**src/rtl/trq_pkg.sv**
```systemverilog
package trq_pkg;
  parameter int TRQ_MSG_W = 64;
  parameter int TRQ_LEN_W = 7;

  localparam logic [4:0] CODE_DT_ONLY = 5'b00010;
  localparam logic [4:0] CODE_WP_LOST = 5'b01000;
  localparam int         ERR_LEN      = 11;

  typedef struct packed {
    logic [TRQ_MSG_W-1:0] msg;
    logic [TRQ_LEN_W-1:0] len;
  } trq_entry_t;
endpackage

```
**src/rtl/trq_rst_sync.sv**
```systemverilog
module trq_rst_sync #(
  parameter int STAGES = 2
) (
  input  logic clk,
  input  logic rst_n,
  output logic rst_ns
);
  logic [STAGES-1:0] chain_q;
  logic [STAGES-1:0] chain_d;

  always_comb begin
    chain_d = {chain_q[STAGES-2:0], 1'b1};
  end

  always_ff @(posedge clk or negedge rst_n) begin
    if (!rst_n) chain_q <= '0;
    else        chain_q <= chain_d;
  end

  assign rst_ns = chain_q[STAGES-1];
endmodule

```
**src/rtl/trq_store.sv**
```systemverilog
module trq_store
  import trq_pkg::*;
#(
  parameter int DEPTH = 8,
  localparam int AW = (DEPTH > 1) ? $clog2(DEPTH) : 1,
  localparam int CW = $clog2(DEPTH + 1)
) (
  input  logic            clk,
  input  logic            rst_ns,
  input  logic            a_en,
  input  trq_entry_t      a_ent,
  input  logic            b_en,
  input  trq_entry_t      b_ent,
  input  logic            pop,
  output trq_entry_t      head,
  output logic [CW-1:0]   count
);
  function automatic logic [AW-1:0] wrap_inc(input logic [AW-1:0] p);
    if (p == AW'(DEPTH - 1)) wrap_inc = '0;
    else                     wrap_inc = p + AW'(1);
  endfunction

  trq_entry_t    mem_q [DEPTH];
  logic [AW-1:0] wr_ptr_q, wr_ptr_d, wr_ptr_p1;
  logic [AW-1:0] rd_ptr_q, rd_ptr_d;
  logic [CW-1:0] count_q, count_d;
  logic          ptr_en;

  assign wr_ptr_p1 = wrap_inc(wr_ptr_q);

  genvar gi;
  generate
    for (gi = 0; gi < DEPTH; gi++) begin : g_slot
      logic       we_a, we_b, we;
      trq_entry_t wdata;
      assign we_a  = a_en && (wr_ptr_q == AW'(gi));
      assign we_b  = b_en && (wr_ptr_p1 == AW'(gi));
      assign we    = we_a || we_b;
      assign wdata = we_a ? a_ent : b_ent;
      always_ff @(posedge clk) begin
        if (we) mem_q[gi] <= wdata;
      end
    end
  endgenerate

  always_comb begin
    wr_ptr_d = wr_ptr_q;
    if (a_en && b_en) wr_ptr_d = wrap_inc(wr_ptr_p1);
    else if (a_en)    wr_ptr_d = wr_ptr_p1;
    rd_ptr_d = pop ? wrap_inc(rd_ptr_q) : rd_ptr_q;
    count_d  = count_q + CW'(a_en) + CW'(b_en) - CW'(pop);
    ptr_en   = a_en || b_en || pop;
  end

  always_ff @(posedge clk or negedge rst_ns) begin
    if (!rst_ns) begin
      wr_ptr_q <= '0;
      rd_ptr_q <= '0;
      count_q  <= '0;
    end else if (ptr_en) begin
      wr_ptr_q <= wr_ptr_d;
      rd_ptr_q <= rd_ptr_d;
      count_q  <= count_d;
    end
  end

  assign head  = mem_q[rd_ptr_q];
  assign count = count_q;
endmodule

```
**src/rtl/trq_admit.sv**
```systemverilog
module trq_admit #(
  parameter int DEPTH = 8,
  localparam int CW = $clog2(DEPTH + 1)
) (
  input  logic          draining,
  input  logic [CW-1:0] count,
  input  logic          wp_valid,
  input  logic          dt_valid,
  output logic          take_wp,
  output logic          take_dt,
  output logic          drop_wp,
  output logic          drop_dt
);
  logic [CW-1:0] space;
  logic [CW-1:0] dt_need;

  always_comb begin
    space   = CW'(DEPTH) - count;
    dt_need = wp_valid ? CW'(2) : CW'(1);
    take_wp = !draining && wp_valid && (space >= CW'(1));
    take_dt = !draining && dt_valid && (space >= dt_need);
    drop_wp = wp_valid && !take_wp;
    drop_dt = dt_valid && !take_dt;
  end
endmodule

```
**src/rtl/trq_ovf_ctrl.sv**
```systemverilog
module trq_ovf_ctrl
  import trq_pkg::*;
(
  input  logic       clk,
  input  logic       rst_ns,
  input  logic       empty,
  input  logic       drop_wp,
  input  logic       drop_dt,
  output logic       draining,
  output logic       ins_err,
  output logic [4:0] err_code
);
  logic drain_q, drain_d;
  logic wp_lost_q, wp_lost_d;
  logic dt_lost_q, dt_lost_d;
  logic st_en;

  always_comb begin
    drain_d   = drain_q;
    wp_lost_d = wp_lost_q;
    dt_lost_d = dt_lost_q;
    if (!drain_q) begin
      if (drop_wp || drop_dt) begin
        drain_d   = 1'b1;
        wp_lost_d = drop_wp;
        dt_lost_d = drop_dt;
      end
    end else if (empty) begin
      drain_d   = 1'b0;
      wp_lost_d = 1'b0;
      dt_lost_d = 1'b0;
    end else begin
      wp_lost_d = wp_lost_q || drop_wp;
      dt_lost_d = dt_lost_q || drop_dt;
    end
    st_en    = (drain_d != drain_q) || (wp_lost_d != wp_lost_q) ||
               (dt_lost_d != dt_lost_q);
    ins_err  = drain_q && empty;
    err_code = (wp_lost_q || drop_wp) ? CODE_WP_LOST : CODE_DT_ONLY;
  end

  always_ff @(posedge clk or negedge rst_ns) begin
    if (!rst_ns) begin
      drain_q   <= 1'b0;
      wp_lost_q <= 1'b0;
      dt_lost_q <= 1'b0;
    end else if (st_en) begin
      drain_q   <= drain_d;
      wp_lost_q <= wp_lost_d;
      dt_lost_q <= dt_lost_d;
    end
  end

  assign draining = drain_q;
endmodule

```
**src/rtl/trq_queue.sv**
```systemverilog
module trq_queue
  import trq_pkg::*;
#(
  parameter int         DEPTH    = 8,
  parameter logic [5:0] ERR_TYPE = 6'h08,
  localparam int        CW       = $clog2(DEPTH + 1)
) (
  input  logic                 clk,
  input  logic                 rst_n,
  input  logic                 wp_valid,
  input  logic [TRQ_MSG_W-1:0] wp_msg,
  input  logic [TRQ_LEN_W-1:0] wp_len,
  input  logic                 dt_valid,
  input  logic [TRQ_MSG_W-1:0] dt_msg,
  input  logic [TRQ_LEN_W-1:0] dt_len,
  output logic                 out_valid,
  input  logic                 out_ready,
  output logic [TRQ_MSG_W-1:0] out_msg,
  output logic [TRQ_LEN_W-1:0] out_len
);
  logic          rst_ns;
  logic [CW-1:0] count;
  logic          draining, ins_err;
  logic [4:0]    err_code;
  logic          take_wp, take_dt, drop_wp, drop_dt;
  logic          a_en, b_en, pop;
  trq_entry_t    a_ent, b_ent, head;
  trq_entry_t    wp_ent, dt_ent, err_ent;

  trq_rst_sync #(.STAGES(2)) u_rst (
    .clk(clk), .rst_n(rst_n), .rst_ns(rst_ns)
  );

  trq_admit #(.DEPTH(DEPTH)) u_admit (
    .draining(draining), .count(count),
    .wp_valid(wp_valid), .dt_valid(dt_valid),
    .take_wp(take_wp), .take_dt(take_dt),
    .drop_wp(drop_wp), .drop_dt(drop_dt)
  );

  trq_ovf_ctrl u_ovf (
    .clk(clk), .rst_ns(rst_ns), .empty(count == '0),
    .drop_wp(drop_wp), .drop_dt(drop_dt),
    .draining(draining), .ins_err(ins_err), .err_code(err_code)
  );

  always_comb begin
    wp_ent.msg  = wp_msg;
    wp_ent.len  = wp_len;
    dt_ent.msg  = dt_msg;
    dt_ent.len  = dt_len;
    err_ent.msg = TRQ_MSG_W'({err_code, ERR_TYPE});
    err_ent.len = TRQ_LEN_W'(ERR_LEN);
    a_en  = 1'b0;
    b_en  = 1'b0;
    a_ent = wp_ent;
    b_ent = dt_ent;
    if (ins_err) begin
      a_en  = 1'b1;
      a_ent = err_ent;
    end else if (take_wp) begin
      a_en = 1'b1;
      b_en = take_dt;
    end else if (take_dt) begin
      a_en  = 1'b1;
      a_ent = dt_ent;
    end
    out_valid = (count != '0);
    pop       = out_valid && out_ready;
    out_msg   = head.msg;
    out_len   = head.len;
  end

  trq_store #(.DEPTH(DEPTH)) u_store (
    .clk(clk), .rst_ns(rst_ns),
    .a_en(a_en), .a_ent(a_ent), .b_en(b_en), .b_ent(b_ent),
    .pop(pop), .head(head), .count(count)
  );
endmodule

```
**config.mk**
```make
export PLATFORM = sky130hd
export DESIGN_NAME = trq_queue
export DESIGN_NICKNAME = d
export VERILOG_FILES = /design/src/rtl/trq_pkg.sv /design/src/rtl/trq_rst_sync.sv /design/src/rtl/trq_store.sv /design/src/rtl/trq_admit.sv /design/src/rtl/trq_ovf_ctrl.sv /design/src/rtl/trq_queue.sv
export SDC_FILE = /design/constraint.sdc
export NUM_CORES = 1
export LEC_CHECK = 0
export BUFFER_PORTS_ARGS = -buffer_cell sky130_fd_sc_hd__buf_2
export CAP_MARGIN = 15
export CORE_MARGIN = 4
export CORE_UTILIZATION = 40
export CTS_CLUSTER_SIZE = 28
export DETAILED_ROUTE_END_ITERATION = 12
export PLACE_DENSITY = 0.58
export SLEW_MARGIN = 20
export SYNTH_ARGS = -nofsm -noshare
export SYNTH_HDL_FRONTEND = slang
export SYNTH_SLANG_ARGS = --single-unit
```
**constraint.sdc**
```tcl
create_clock -name clk -period 1.91 [get_ports clk]
set_input_delay 0.191 -clock clk [delete_from_list [all_inputs] [get_ports clk]]
set_output_delay 0.191 -clock clk [all_outputs]
set_load 0.01 [all_outputs]
```
## Word level (Yosys, flattened, before mapping)

Memories as Yosys holds them, arrays and structs flattened.
Cells that the tools add are included.

| word-level totals | value |
|---|---|
| bits in registers | 15 |
| latch bits | 0 |
| RAM bits | 568 |
| ROM bits | 0 |
| input port bits | 147 |
| output and inout port bits | 72 |
| logic and storage cells | 157 |
| memories kept | 1 |

| cells by class | value |
|---|---|
| add/subtract/negate cells | 7 |
| multipliers | 0 |
| divide/modulo/power cells | 0 |
| magnitude comparators | 2 |
| equal/unequal tests | 18 |
| shift-type cells | 0 |
| multiplexer cells | 66 |
| bitwise operators | 0 |
| reduce and logical (&&, ||, !) cells | 56 |

Memory list:

| memory | words | width | read ports | clocked after Yosys merged registers in | wr ports | line | source |
|---|---|---|---|---|---|---|---|
| u_store.mem_q | 8 | 71 | 1 | 0 | 2 | trq_store.sv:23 | `trq_entry_t mem_q [DEPTH];` |

Operators with widths:

| operator | count |
|---|---|
| 2-to-1 mux 71 bit | 17 |
| OR reduction 71 bit | 6 |
| 2-to-1 mux 1 bit | 36 |
| 2-to-1 mux 3 bit | 11 |
| equality test 3 bit, second input constant | 9 |
| logical AND 1 bit | 25 |
| logical OR 1 bit | 15 |
| equality test 3 x 2 -> 1 bit, second input constant | 4 |
| adder 3 x 1 -> 3 bit, second input constant | 3 |
| adder 4 x 1 -> 4 bit | 2 |
| equality test 3 x 1 -> 1 bit, second input constant | 2 |
| zero test 3 bit | 2 |
| >= comparator 4 x 1 -> 1 bit, second input constant | 1 |
| >= comparator 4 bit | 1 |
| zero test 4 bit | 1 |
| 2-to-1 mux 4 bit | 1 |
| AND reduction 2 bit | 2 |
| nonzero test 4 bit | 1 |
| subtractor 4 x 1 -> 4 bit | 1 |
| subtractor 4 bit, first input constant | 1 |
| zero test 1 bit | 3 |
| inequality test 1 bit | 3 |
| 2-to-1 mux 2 bit | 1 |
| nonzero test 2 bit | 1 |

## Logic depth before layout (Yosys ltp)

Gate-level depths: netlist (run 1).

| depth | value |
|---|---|
| word-level depth | 14 |
| gate-level depth with buffers | 14 |
| depth with buffers taken out | 14 |

## Modules after synthesis

From an unflattened synthesis (run 1), not the netlist that was laid out.

| second synthesis, totals | value |
|---|---|
| cells, all modules | 1826 |
| area, all modules | 30580.6 sq um |

By module, submodules not included:

| module | times used | cells each | area an instance (sq um) | sequential area each (sq um) |
|---|---|---|---|---|
| trq_store | 1 | 1544 | 29158.0 | 17306.6 |
| trq_queue | 1 | 244 | 1093.5 | 0.0 |
| trq_admit | 1 | 22 | 161.4 | 0.0 |
| trq_ovf_ctrl | 1 | 13 | 113.9 | 50.0 |
| trq_rst_sync | 1 | 3 | 53.8 | 50.0 |

## Worst setup path after synthesis (run 1)

No wires, ideal clock.

| timing path | value |
|---|---|
| kind | reg-to-reg |
| start | register u_store.count_q[1], in the netlist u_store.count[1] |
| end | memory u_store.mem_q[7][0] (netlist bit) (enable) |
| setup time | 0.605 ns |
| arrival time | 6.920 ns |
| data required time | 1.305 ns |
| setup slack | -5.615 ns |
| stages on the path, launching flop included | 8 |
| path buffers | 0 |
| period minus slack after synthesis | 7.525 ns |
| path through | dfrtp_1 > inv_1 > ha_1 > ha_1 > a211oi_1 > o21ai_0 > nand3_1 > o31ai_1 |

RTL lines:

| element | line | source |
|---|---|---|
| start, declared | trq_store.sv:26 | `logic [CW-1:0] count_q, count_d;` |
| start signal, assigned | trq_store.sv:63 | `count_q <= count_d;` |
| end, declared | trq_store.sv:23 |  |

==> results of run 1 <==
-- Yosys cell counts, types with 2 or more instances --
cell,n
a21oi_1,3
o21ai_0,560
nor2_1,9
buf_2,78
edfxtp_1,568
xnor2_1,3
fa_1,2
mux4_2,142
buf_1,6
buf_4,82
a31oi_1,3
o31ai_1,4
nor3_1,2
o21ai_1,24
ha_1,21
inv_1,19
nor2_4,2
mux2i_1,4
nand2b_1,4
nor2b_1,4
dfrtp_1,14
clkbuf_1,76
nand2_1,645
o211ai_1,3
mux2_2,74
nand3_1,6
-- kinds of logic after synthesis --
logic type / after synthesis
other: 1
AND/OR/NAND/NOR: 679
flip-flops: 582
XOR/XNOR: 5
AO/OA/AOI/OAI: 606
adder cells (fa/ha/maj): 23
multiplexers: 220
buffers and inverters: 261
-- state kept, by name (all words and copies together) (netlist names) --
register	count
u_ovf.draining	1
u_store.mem_q	568
u_store.wr_ptr_q	3
u_ovf.wp_lost_q	1
u_store.count	4
u_rst.chain_q	2
u_store.rd_ptr_q	3
-- worst min-delay path: cells and delay by family --
kind / cells / cell delay [ns]
compound gates: 1 / 0.06
buf+inv: 1 / 0.21
simple gates: 1 / 0.07
-- report_power, final --
group	internal, uW	total (uW)	leakage (uW)	switching [uW]
Combinational	9780	20200	0.00807	10400
Clock	7090	12200	0.000995	5080
Sequential	15900	16300	0.00528	412
-- final timing paths --
| path | slack [ns] | endpoint | cells past startpoint | from |
|---|---|---|---|---|
| worst max-delay path | -0.91 | u_store.mem_q[4][68] | 13 | u_store.count[1] |
| worst min-delay path | 0.05 | u_store.mem_q[2][14] | 3 | dt_msg[7] |
| worst max register to register | -0.91 | u_store.mem_q[4][68] | 13 | u_store.count[1] |
| worst min register to register | 0.27 | u_store.wr_ptr_q[0] | 0 | u_rst.chain_q[1] |
| max in group asynchronous | 1.14 | u_store.rd_ptr_q[2] | 0 | u_rst.chain_q[1] |
| min in group asynchronous | 0.27 | u_store.wr_ptr_q[0] | 0 | u_rst.chain_q[1] |
-- layer usage --
| metal | GRT usage, % | vias up | wire [um] |
|---|---|---|---|
| met5 | 0 | - | 34 |
| met4 | 6.51 | 6 | 2200 |
| met3 | 3.94 | 138 | 6870 |
| met2 | 35.4 | 901 | 42200 |
| met1 | 29.7 | 10200 | 36700 |
| li1 | - | 9494 | - |
-- stage by stage --
stage	std cells	instance area (um2)	worst slack (ns)	utilization, %	power, uW
detailed placement	3528	33000	-1.09	46.1	35400
finish	3763	36900	-0.912	51.5	48700
global placement	3528	33000	-1.05	46.1	35100
floorplan	2377	29200	-1.88	-	27200
global route	3761	36900	-1.06	51.5	51000
CTS	3733	36300	-0.948	50.6	48200
-- area by class of cell --
type / instances / share of cell area [%]
diodes: 3 / 0.0204
clock buffers: 85 / 4.79
clock inverters: 30 / 0.747
inverters: 19 / 0.193
multi-input cells: 1534 / 28.6
flip-flops and latches: 582 / 47.3
well taps: 950 / 3.22
repair buffers: 560 / 15.1
-- what timing repair did --
item | CTS | global route
hold buffers | 71 | 0
endpoints found under the setup margin | 1217 | 1217
cloned | 7 | 15
pin swaps | 14 | 10
endpoints found under the hold margin | 539 | 0
buffers inserted | 13 | 12
gates resized for setup | 32 | 77
==> results_dict.tcl, run 1 <==
set metrics [dict create \
    hold_slack_ns 0.0509 \
    synth_top_family_by_area "multiplexers" \
    drv_cap 0 \
    cts.clk_slew.worst_paths_ns 0.06 \
    hp-class "input pin to flip-flop" \
    fin_ws_ns -0.912 \
    synth_nets 2547 \
    row_count 98 \
    path_buf_inv 7 \
    cts.htree.levels 3 \
    final_common_cell "nand2_1" \
    maxSlewHeadroom_pct 56.1 \
    cp_max_fo 6 \
    p_leak_uw 0.0143 \
    crit_family "buffers and inverters" \
    synth_area_mm2 0.0289 \
    critPathLaunchType "flip-flop" \
    tritoncts "done" \
    setup_viol 1217 \
    drive_gt1_share_pct 30.6 \
    rsz0062_at_grt "yes" \
    initial_utilization_pct 40.4 \
    vias 20800 \
    wl_um 88000 \
    fin_crit_sh_pct 148 \
    cp_slowest_cell "dfrtp_1" \
    detail_route.iter0.violations 2037 \
    status "finished with violations" \
    antenna_found_initial 8 \
    ys.flop_type "edfxtp_1" \
    nFillCells 6033 \
    dr.pass1.iters 8 \
    worstMarginPinSlew_ns 0.658 \
    path_cells "inv_2 > ha_1 > or2b_1 > xnor2_2 > buf_4 > o31ai_4 > buf_6 > o211ai_1 > buf_4 > o31ai_4 > buf_12 > buf_4 > buf_12" \
    crit_arrival_ns 3.14 \
    area_delta_synth_final_pct 27.4 \
    clkSinkCount 582 \
    core_mm2 0.0716 \
    synth_xor_xnor_area_share_pct 0.177 \
    fin_skew_ns 0.0135 \
    synth_cell_types 45 \
    critPathRequiredTime_ns 2.22 \
    route.detailed.drc 0 \
    grt_pass1_wl_um 127000 \
    synth_area_leader_cell "edfxtp_1" \
    period_needed_ns 2.82 \
    seq_area_mm2 0.0174 \
    nets 2933 \
    crit_top_cell "buf_4" \
    ys_ff_latch 582 \
    grt.overflow.total 0 \
    hold_viol 0 \
    clock_latency_ns 0.60 \
    grt_max_degree 61 \
    die-area_mm2 0.0767 \
    multi_input_area_mm2 0.0106 \
    syn_inst 2377 \
    cp-end-kind "flip-flop" \
    synth.area.mux_share_pct 14.1 \
    path_class "flip-flop to flip-flop" \
    pin_count 219 \
    vdd_drop_max_v 0.000764 \
    slew_viol_final 0 \
    gp_congestion 0.815 \
    synth-compound-area-share_pct 10.7 \
    max_stage_delay_ns 0.39 \
    dp_hpwl_um 52100 \
    ant_nets 0 \
    grt_pass1_vias 20800 \
    ys_warn_count 0 \
    synth_top_area_share_pct 58.9 \
    violations "setup timing" \
    track_usage_pct 21.6 \
    synth_simple_gate_area_share_pct 9.04 \
    avgSynthCellArea_um2 12.2 \
    synthAdderAreaFrac_pct 1.05 \
    synth-edff-count 568 \
    finalSetupTns_ns -910.95 \
    clockBufferDepth 3 \
    maxClockFrequency_mhz 354 \
    layout_common_cells "nand2_1 (628), edfxtp_1 (568), o21ai_0 (516)" \
    die_h_um 277 \
    synthArstFlopShare_pct 2.41 \
    viasPerCell 5.52 \
    die_w_um 277 \
    power_density_mw_per_mm2 1320 \
    root_buffer "clkbuf_16" \
    numCtsBuffers 66 \
    ys_seq_area_share_pct 60.1 \
    port_buffers 218 \
    wl_per_cell_um 23.4 \
    synth.area.top_cells "edfxtp_1 (59%), mux4_2 (11%), o21ai_0 (9.7%), nand2_1 (8.4%), mux2_2 (2.9%)" \
]
Power figures use the tool's default switching activity.
==> inputs of run 2 (changes only) <==
Settings changed: CORE_UTILIZATION 40 to 46, CTS_BUF_LIST set to sky130_fd_sc_hd__clkbuf_4 sky130_fd_sc_hd__clkbuf_8, PLACE_DENSITY 0.58 to 0.65.
==> run 2 against run 1 <==
Against the previous run:
- the flow still finishes with violations (setup timing)
- global-route usage up 5.0 points
- worst hold slack got worse by 0.027 ns
- flip-flop and latch count did not move
- fmax decreased by 4.9%
- combinational power grew 20%
- first-iteration DRC count increased by 61%
- sequential share of layout area is 5.3 points lower
- power up 7.2%
- clock power decreased by 5%
- highest routed layer unchanged
- critical endpoint is now u_store.mem_q[6][14]
- clock skew grew 0.016 ns
- wire length rose by 24%
- die area shrank 13%
==> results_dict.tcl, run 2 (synthesis results as in run 1) <==
set metrics [dict create \
    status "finished with violations" \
    violations "setup timing" \
    area_delta_synth_final_pct 43.4 \
    regToRegStartpoint "u_store.count[1]" \
    port_buffers 218 \
    initial_utilization_pct 46.7 \
    hp-class "input pin to flip-flop" \
    clkSinkCount 582 \
    placed_area_mm2 0.0326 \
    cp_max_fo 9 \
    critPathRequiredTime_ns 2.39 \
    clockBufferDepth 3 \
    fin_skew_ns 0.0298 \
    power_density_mw_per_mm2 1260 \
    wl_um 109000 \
    cts.clk_slew.worst_paths_ns 0.07 \
    grt_max_degree 51 \
    cp.depth 14 \
    die_h_um 259 \
    fin_util_pct 67.0 \
    rsz0062_at_grt "yes" \
    use_met1_pct 34.2 \
    dp_hpwl_um 52400 \
    setup_viol 1218 \
    grt_util_met3_pct 4.37 \
    crit_top_cell "buf_6" \
    clock_latency_ns 0.73 \
    antenna_found_initial 6 \
    core_mm2 0.0619 \
    min_to "u_store.mem_q[6][10]" \
    vdd_drop_max_v 0.000760 \
    p_leak_uw 0.0162 \
    ff2ff_setup_slack_ns -1.06 \
    path_cells "inv_2 > buf_6 > ha_4 > or2b_1 > xnor2_2 > buf_4 > o31ai_4 > buf_6 > buf_12 > buf_6 > o211ai_1 > o31ai_4 > buf_12 > clkbuf_16" \
    fin_crit_sh_pct 155 \
    route.detailed.drc 0 \
    ant_nets 0 \
    final_common_cell "edfxtp_1" \
    rr_worst_depth 14 \
    die-area_mm2 0.0670 \
    stdcell_area_mm2 0.0415 \
    hold_viol 0 \
    wl_per_cell_um 28.0 \
    path_class "flip-flop to flip-flop" \
    die_w_um 259 \
    cp_slowest_cell "dfrtp_1" \
    worstMarginPinSlew_ns 0.682 \
    vias 24100 \
    crit_family "buffers and inverters" \
    grt_pass1_wl_um 135000 \
    grt.overflow.total 0 \
    maxSlewHeadroom_pct 54.5 \
    grt-busiest-layer "met2" \
    crit_arrival_ns 3.44 \
    globalRouteMet2Util_pct 46.2 \
    largest_reg_flops 568 \
    critPathLaunchType "flip-flop" \
    row_count 91 \
    regMostFlops "u_store.mem_q" \
    slew_viol_final 0 \
    layout_common_cells "edfxtp_1 (568), nand2_1 (477), o21ai_0 (361)" \
    grt_pass1_vias 22200 \
    dr.pass1.iters 8 \
    pin_count 219 \
    hold_depth 4 \
    path_buf_inv 8 \
    hold_path_startpoint "wp_msg[3]" \
    drv_cap 0 \
    drive_gt1_share_pct 42.3 \
    r2r-end "u_store.mem_q[6][14]" \
    numCtsBuffers 99 \
    root_buffer "clkbuf_8" \
    nets 3163 \
    cp-end-kind "flip-flop" \
    gp_congestion 0.817 \
    cts.htree.levels 3 \
    track_usage_pct 26.6 \
    detail_route.iter0.violations 3284 \
    hold_slack_ns 0.0241 \
    maxClockFrequency_mhz 337 \
    max_stage_delay_ns 0.39 \
    finalSetupTns_ns -1084.29 \
    tritoncts "done" \
    fin_ws_ns -1.06 \
    viasPerCell 6.17 \
    period_needed_ns 2.97 \
]
-- run 2: cell type report --
class	instances	area [um2]
fill	4155	20400
sequential	582	17400
multi-input combinational	1540	11900
timing repair buffer	751	9100
clock buffer	133	1620
tap	837	1050
clock inverter	46	345
inverter	19	71.3
antenna	5	12.5
-- run 2: worst max-delay path by stage --
stage                           end  slack [ns]        startpoint
2_1_floorplan   u_store.mem_q[7][0]       -1.88  u_store.count[0]
3_3_place_gp       u_store.count[1]       -1.04  u_store.count[0]
3_5_place_dp       u_store.count[1]       -1.08  u_store.count[1]
4_1_cts            u_store.count[1]       -0.95  u_store.count[1]
5_1_grt        u_store.mem_q[6][38]       -1.12  u_store.count[1]
6_report       u_store.mem_q[6][14]       -1.06  u_store.count[1]
-- run 2: layer usage --
layer,routed length [um],vias to the layer above
met2,52800,1929
met5,21,-
met1,37100,11700
li1,-,10000
met3,13400,438
met4,6120,4
-- run 2: stage by stage --
| stage | power, uW | setup WS [ns] | std cells |
|---|---|---|---|
| 2_1_floorplan | 27200 | -1.88 | 2377 |
| 3_3_place_gp | 34400 | -1.04 | 3389 |
| 3_5_place_dp | 34700 | -1.08 | 3389 |
| 4_1_cts | 49000 | -0.947 | 3821 |
| 5_1_grt | 53900 | -1.12 | 3910 |
| 6_report | 52200 | -1.06 | 3913 |
-- run 2: timing repair --
action,4_1_cts,5_1_grt
hold buffers,141,0
gates cloned,42,72
endpoints found under the setup margin,1217,1217
gates resized for setup,155,595
pin swaps,32,121
buffers inserted,73,37
endpoints found under the hold margin,575,0
-- run 2: worst reg2reg max path, cell delays in order (launching register included) --
cell,delay [ns]
dfrtp_1,0.39
inv_2,0.10
buf_6,0.11
ha_4,0.10
or2b_1,0.27
xnor2_2,0.24
buf_4,0.17
o31ai_4,0.07
buf_6,0.13
buf_12,0.12
buf_6,0.11
o211ai_1,0.31
o31ai_4,0.20
buf_12,0.21
clkbuf_16,0.20
-- run 2: power by group --
part / total (uW) / switching [uW] / internal, uW
Combinational: 24200 / 12400 / 11800
Sequential: 16400 / 547 / 15900
Clock: 11600 / 5510 / 6090
Total: 52200 / 18500 / 33700
